==> src/rtl/bcc_pkg.sv <==
package bcc_pkg;
  localparam int unsigned CNT_W  = 32;
  localparam int unsigned MODE_W = 8;

  typedef enum logic [3:0] {
    TS_EXIT2_DR   = 4'h0,
    TS_EXIT1_DR   = 4'h1,
    TS_SHIFT_DR   = 4'h2,
    TS_PAUSE_DR   = 4'h3,
    TS_SEL_IR     = 4'h4,
    TS_UPDATE_DR  = 4'h5,
    TS_CAPTURE_DR = 4'h6,
    TS_SEL_DR     = 4'h7,
    TS_EXIT2_IR   = 4'h8,
    TS_EXIT1_IR   = 4'h9,
    TS_SHIFT_IR   = 4'hA,
    TS_PAUSE_IR   = 4'hB,
    TS_IDLE       = 4'hC,
    TS_UPDATE_IR  = 4'hD,
    TS_CAPTURE_IR = 4'hE,
    TS_RESET      = 4'hF
  } tap_state_e;
endpackage

==> src/rtl/bcc_dr_shift.sv <==
module bcc_dr_shift #(
  parameter int unsigned W = 8,
  parameter logic [W-1:0] RST_VAL = '0
) (
  input  logic         clk_i,
  input  logic         rst_ni,
  input  logic         clr_i,
  input  logic         cap_i,
  input  logic         shift_i,
  input  logic [W-1:0] cap_val_i,
  input  logic         tdi_i,
  output logic [W-1:0] sh_o
);
  logic [W-1:0] sh_q;

  always_ff @(posedge clk_i or negedge rst_ni) begin
    if (!rst_ni)      sh_q <= RST_VAL;
    else if (clr_i)   sh_q <= RST_VAL;
    else if (cap_i)   sh_q <= cap_val_i;
    else if (shift_i) sh_q <= {tdi_i, sh_q[W-1:1]};
  end

  assign sh_o = sh_q;
endmodule

==> src/rtl/bcc_enable.sv <==
module bcc_enable (
  input  logic clk_i,
  input  logic rst_ni,
  input  logic clr_i,
  input  logic on_i,
  input  logic off_i,
  output logic en_o
);
  logic en_q;

  always_ff @(posedge clk_i or negedge rst_ni) begin
    if (!rst_ni)    en_q <= 1'b0;
    else if (clr_i) en_q <= 1'b0;
    else if (off_i) en_q <= 1'b0;  // off dominates
    else if (on_i)  en_q <= 1'b1;
  end

  assign en_o = en_q;
endmodule

==> src/rtl/bcc_counter.sv <==
module bcc_counter #(
  parameter int unsigned W = 32
) (
  input  logic         clk_i,
  input  logic         rst_ni,
  input  logic         clr_i,
  input  logic         load_i,
  input  logic [W-1:0] load_val_i,
  input  logic         en_i,
  output logic [W-1:0] cnt_o,
  output logic         done_o
);
  localparam logic [W-1:0] ONE = W'(1);

  logic [W-1:0] cnt_q;
  logic         done_q;
  logic         zero;

  assign zero = (cnt_q == '0);

  always_ff @(posedge clk_i or negedge rst_ni) begin
    if (!rst_ni) begin
      cnt_q  <= '0;
      done_q <= 1'b0;
    end else if (clr_i) begin
      cnt_q  <= '0;
      done_q <= 1'b0;
    end else if (load_i) begin
      cnt_q  <= load_val_i;
      done_q <= (load_val_i == '0);
    end else if (en_i && !zero) begin
      cnt_q <= cnt_q - ONE;
      if (cnt_q == ONE) done_q <= 1'b1;  // sticky
    end
  end

  assign cnt_o  = cnt_q;
  assign done_o = done_q;
endmodule

==> src/rtl/bist_cycle_counter.sv <==
module bist_cycle_counter
  import bcc_pkg::*;
#(
  parameter int unsigned CNT_BITS  = CNT_W,
  parameter int unsigned MODE_BITS = MODE_W
) (
  input  logic       clk_i,
  input  logic       rst_ni,
  input  logic [3:0] tap_state_i,
  input  logic       cnt_on_i,
  input  logic       cnt_off_i,
  input  logic       cnt_sel_i,
  input  logic       mode_sel_i,
  input  logic       tdi_i,
  output logic       tdo_o
);
  localparam int unsigned DONE_BIT = MODE_BITS - 1;
  localparam logic [DONE_BIT-1:0] MODE_RST = DONE_BIT'(1);

  logic in_tlr, in_cap, in_shift, in_upd;
  logic cnt_load, mode_load;
  logic [CNT_BITS-1:0]  cnt_q, cnt_sh;
  logic [MODE_BITS-1:0] mode_sh;
  logic [DONE_BIT-1:0]  mode_q;
  logic done_q, cnt_en;
  logic tdo_q;
  logic unused_mode_msb;

  assign in_tlr   = (tap_state_i == TS_RESET);
  assign in_cap   = (tap_state_i == TS_CAPTURE_DR);
  assign in_shift = (tap_state_i == TS_SHIFT_DR);
  assign in_upd   = (tap_state_i == TS_UPDATE_DR);

  assign cnt_load  = in_upd && cnt_sel_i;
  assign mode_load = in_upd && mode_sel_i;

  bcc_dr_shift #(.W(CNT_BITS), .RST_VAL('0)) u_cnt_sh (
    .clk_i     (clk_i),
    .rst_ni    (rst_ni),
    .clr_i     (in_tlr),
    .cap_i     (in_cap && cnt_sel_i),
    .shift_i   (in_shift && cnt_sel_i),
    .cap_val_i (cnt_q),
    .tdi_i     (tdi_i),
    .sh_o      (cnt_sh)
  );

  bcc_dr_shift #(.W(MODE_BITS), .RST_VAL({1'b0, MODE_RST})) u_mode_sh (
    .clk_i     (clk_i),
    .rst_ni    (rst_ni),
    .clr_i     (in_tlr),
    .cap_i     (in_cap && mode_sel_i),
    .shift_i   (in_shift && mode_sel_i),
    .cap_val_i ({done_q, mode_q}),
    .tdi_i     (tdi_i),
    .sh_o      (mode_sh)
  );

  // bit 7 of the mode shifter is read-only status; its update value is dropped
  assign unused_mode_msb = mode_sh[DONE_BIT];

  bcc_enable u_en (
    .clk_i  (clk_i),
    .rst_ni (rst_ni),
    .clr_i  (in_tlr),
    .on_i   (cnt_on_i),
    .off_i  (cnt_off_i),
    .en_o   (cnt_en)
  );

  bcc_counter #(.W(CNT_BITS)) u_cnt (
    .clk_i      (clk_i),
    .rst_ni     (rst_ni),
    .clr_i      (in_tlr),
    .load_i     (cnt_load),
    .load_val_i (cnt_sh),
    .en_i       (cnt_en),
    .cnt_o      (cnt_q),
    .done_o     (done_q)
  );

  always_ff @(posedge clk_i or negedge rst_ni) begin
    if (!rst_ni)        mode_q <= MODE_RST;
    else if (in_tlr)    mode_q <= MODE_RST;
    else if (mode_load) mode_q <= mode_sh[DONE_BIT-1:0];
  end

  always_ff @(negedge clk_i or negedge rst_ni) begin
    if (!rst_ni)                     tdo_q <= 1'b0;
    else if (in_shift && cnt_sel_i)  tdo_q <= cnt_sh[0];
    else if (in_shift && mode_sel_i) tdo_q <= mode_sh[0];
    else                             tdo_q <= 1'b0;
  end

  assign tdo_o = tdo_q;
endmodule

==> config.mk <==
export PLATFORM = sky130hd
export DESIGN_NAME = bist_cycle_counter
export DESIGN_NICKNAME = d
export VERILOG_FILES = /design/src/rtl/bcc_pkg.sv /design/src/rtl/bcc_dr_shift.sv /design/src/rtl/bcc_enable.sv /design/src/rtl/bcc_counter.sv /design/src/rtl/bist_cycle_counter.sv
export SDC_FILE = /design/constraint.sdc
export NUM_CORES = 1
export LEC_CHECK = 0
export ABC_AREA = 1
export BUFFER_PORTS_ARGS = -buffer_cell sky130_fd_sc_hd__buf_4
export CAP_MARGIN = 20
export CORE_ASPECT_RATIO = 1.2
export CORE_UTILIZATION = 68
export CTS_CLUSTER_DIAMETER = 50
export DETAILED_ROUTE_END_ITERATION = 7
export PLACE_DENSITY_LB_ADDON = 0.12
export SYNTH_ARGS = -nofsm -noshare
export SYNTH_HDL_FRONTEND = slang
export SYNTH_HIERARCHICAL = 1
export SYNTH_SLANG_ARGS = --single-unit
==> constraint.sdc <==
create_clock -name clk_i -period 5.6 [get_ports clk_i]
set_input_delay 1.12 -clock clk_i [delete_from_list [all_inputs] [get_ports clk_i]]
set_output_delay 1.12 -clock clk_i [all_outputs]
set_load 0.01 [all_outputs]
==> flow_summary.json <==
{
  "path_buf_inv": 1,
  "skew_ns": 0.01820,
  "core_area_mm2": 0.007707,
  "grt_pass1_wl_um": 23220,
  "vdd_drop_max_v": 0.0002659,
  "root_buffer": "clkbuf_8",
  "detail_route.wl_per_cell_um": 15.15,
  "synth_top_family_by_area": "simple AND/OR/NAND/NOR gates",
  "cts_resized": 0,
  "drcViolationCount": 0,
  "netlist_area_mm2": 0.005399,
  "synthFlopType": "dfrtp_1",
  "cp_data_arrival_time_ns": 3.63,
  "grt_pass1_vias": 5089,
  "p_switching_mw": 1.059,
  "die_w_um": 83.34,
  "port_buffers": 11,
  "vias_per_cell": 5.817,
  "leakagePower_nw": 3.097,
  "cp-start-kind": "flop",
  "syn_avg_cell_area_um2": 6.536,
  "status": "finished, final reports clean",
  "final_antenna_net_count": 0,
  "yosys-top-cells-area": "dfrtp_1 37%, nand2_1 26%, nand3_1 7.5%",
  "synth-compound-area-share_pct": 4.774,
  "synth_xor_area_share_pct": 0.8111,
  "clk_path_buf_depth": 2,
  "cp.required_ns": 4.48,
  "async_reset_ff_share_pct": 100.0,
  "drive_above_1_share_pct": 7.618,
  "start_util_pct": 70.05,
  "holdCritPathClass": "reg2reg",
  "gr-total-overflow": 0,
  "insertedDiodeCount": 0,
  "tightest_slew_ns": 0.9674,
  "relSlewSlack_pct": 35.27,
  "die_h_um": 99.61,
  "wl_um": 13920,
  "preCtsSetupSlack_ns": 1.076,
  "syn2layout_area_growth_pct": 3.893,
  "antenna_found_initial": 0,
  "seqPwrFrac_pct": 37.7,
  "nets": 835,
  "die-area_mm2": 0.008302,
  "swShare_pct": 46.42,
  "firstDrtPassIters": 5,
  "clkSinkCount": 82,
  "via_count": 5346,
  "synth_mux_area_share_pct": 0,
  "h-tree-depth": 3,
  "tns_ns": 0,
  "cpMaxStageDelayCell": "dfrtn_1",
  "drv_cap": 0,
  "crit_type": "reg2out",
  "synth_top_area_share_pct": 36.62,
  "first_iter_violations": 362,
  "synthCells": 826,
  "clk_pin_slew_worst_paths_ns": 0.08,
  "power_mw": 2.282,
  "ys_seq_area_share_pct": 38.05,
  "synth_edf_count": 0,
  "ctsHoldBuffers": 0,
  "rows": 35,
  "synth_nets": 839,
  "grtUsageTotal_pct": 34.98,
  "clkPwrFrac_pct": 18.3,
  "ys_types": 37,
  "rsz0062_at_grt": "no",
  "fill_cells": 658,
  "p_per_area_mw_per_mm2": 406.9,
  "worst_slack_ns": 0.8495,
  "setup-violations-final": 0,
  "cts_tree": "built",
  "post_cts_buffers": 0,
  "cp_top_family": "flip-flops",
  "synth-simple-area-share_pct": 47.09,
  "numCtsBuffers": 9,
  "crit_path_end_kind": "output pin",
  "clkLatencyLatePin_ns": 0.35,
  "final-hold-violation-count": 0,
  "pwr-share-comb_pct": 44.0,
  "place.gp.congestion": 0.9703,
  "ios": 12,
  "critPathMaxStageDelay_ns": 0.39,
  "yosys_register_bits": 82,
  "worstPathCellList": "buf_4",
  "internal-power_mw": 1.223,
  "dp_hpwl_um": 9407,
  "slew_viol_final": 0,
  "worstPathMaxFanout": 1,
  "synth-adder-area-share_pct": 0.4635,
  "grt_max_degree": 44,
  "yosys_warnings": 6,
  "yosys.area.top_type": "dfrtp_1"
}
-- metrics by stage --
step / hold WS (ns) / utilization (%) / std cells / area, um2
finish: 0.4731 / 72.78 / 919 / 5609
global route: 0.4879 / 72.78 / 919 / 5609
CTS: 0.4711 / 72.58 / 918 / 5594
detailed placement: 0.4572 / 70.16 / 902 / 5408
global placement: 0.4563 / 70.16 / 902 / 5408
floorplan: 0.4420 / - / 826 / 5399
-- registers in the layout (all words and copies together), names as in the netlist --
| name | count |
|---|---|
| u_cnt/cnt_o | 32 |
| u_cnt_sh/sh_o | 32 |
| u_mode_sh/sh_o | 8 |
| mode_q | 7 |
| tdo_o | 1 |
| u_cnt/done_o | 1 |
| u_en/en_o | 1 |
-- power groups by stage --
stage / sequential [mW] / combinational, mW / clock [mW]
floorplan: 0.818 / 0.775 / 0
global placement: 0.866 / 0.939 / 0
detailed placement: 0.867 / 0.966 / 0
CTS: 0.857 / 0.976 / 0.426
global route: 0.881 / 1.14 / 0.446
finish: 0.861 / 1.00 / 0.417
-- placed cells by master, fill, tap and decap left out, drive strengths merged --
master	instances
inv	61
dfstp	2
nor2	94
xor2	4
buf	16
o21ai	42
dfrtp	79
a31oi	1
clkinv	5
nor4	3
nor3	4
nand2	378
o21bai	1
nand3	83
dfrtn	1
clkbuf	11
ha	2
xnor2	1
or2	7
bufinv	1
nand4	23
a21oi	6
clkinvlp	2
-- synth_stat cells (2+ instances only) --
cell,instances
nand4_1,22
dfstp_2,2
nor3_1,4
nor2_4,4
inv_1,57
buf_2,8
nand2_2,2
xor2_1,4
nand2_1,375
or2_2,6
buf_4,5
clkinv_2,2
nor2_8,3
o21ai_1,12
nor4_1,3
inv_2,4
dfrtp_1,79
a21oi_1,6
nor2_1,85
o21ai_0,29
buf_6,11
nor2_2,2
clkbuf_1,6
ha_1,2
nand3_1,81
-- metal layers --
metal	part of all wire [%]	GRT usage, %
met3	5.5	4.481
met5	0	0
met2	50	61.41
met1	41	41.85
met4	3.7	18.97
-- final timing paths --
check                             startpoint                end  slack (ns)  depth (start not counted)
max                                    tdo_o              tdo_o        0.85                          1
min                        u_mode_sh/sh_o[0]  u_mode_sh/sh_o[0]        0.47                          2
max reg2reg                u_mode_sh/sh_o[0]              tdo_o        1.99                          4
min reg2reg                u_mode_sh/sh_o[0]  u_mode_sh/sh_o[0]        0.47                          2
max in group asynchronous             rst_ni              tdo_o        1.78                          1
min in group asynchronous             rst_ni   u_cnt_sh/sh_o[4]        0.73                          1
-- cell type report --
cell class              instances  area, um2  area share (%)
multi-input cells             649       2878           51.30
clock buffers                  11      131.4           2.342
well taps                      92      115.1           2.052
repair buffers                 16      127.6           2.275
flip-flops and latches         82       2054           36.63
inverters                      64      247.7           4.417
clock inverters                 5      55.05          0.9815
-- logic make-up after synthesis --
| logic type | count (synthesis) |
|---|---|
| simple gates | 592 |
| buf+inv | 95 |
| flops | 82 |
| compound gates | 50 |
| xor+xnor | 5 |
| fa+ha+maj | 2 |
Note: power is estimated with default switching activity, not from simulation.
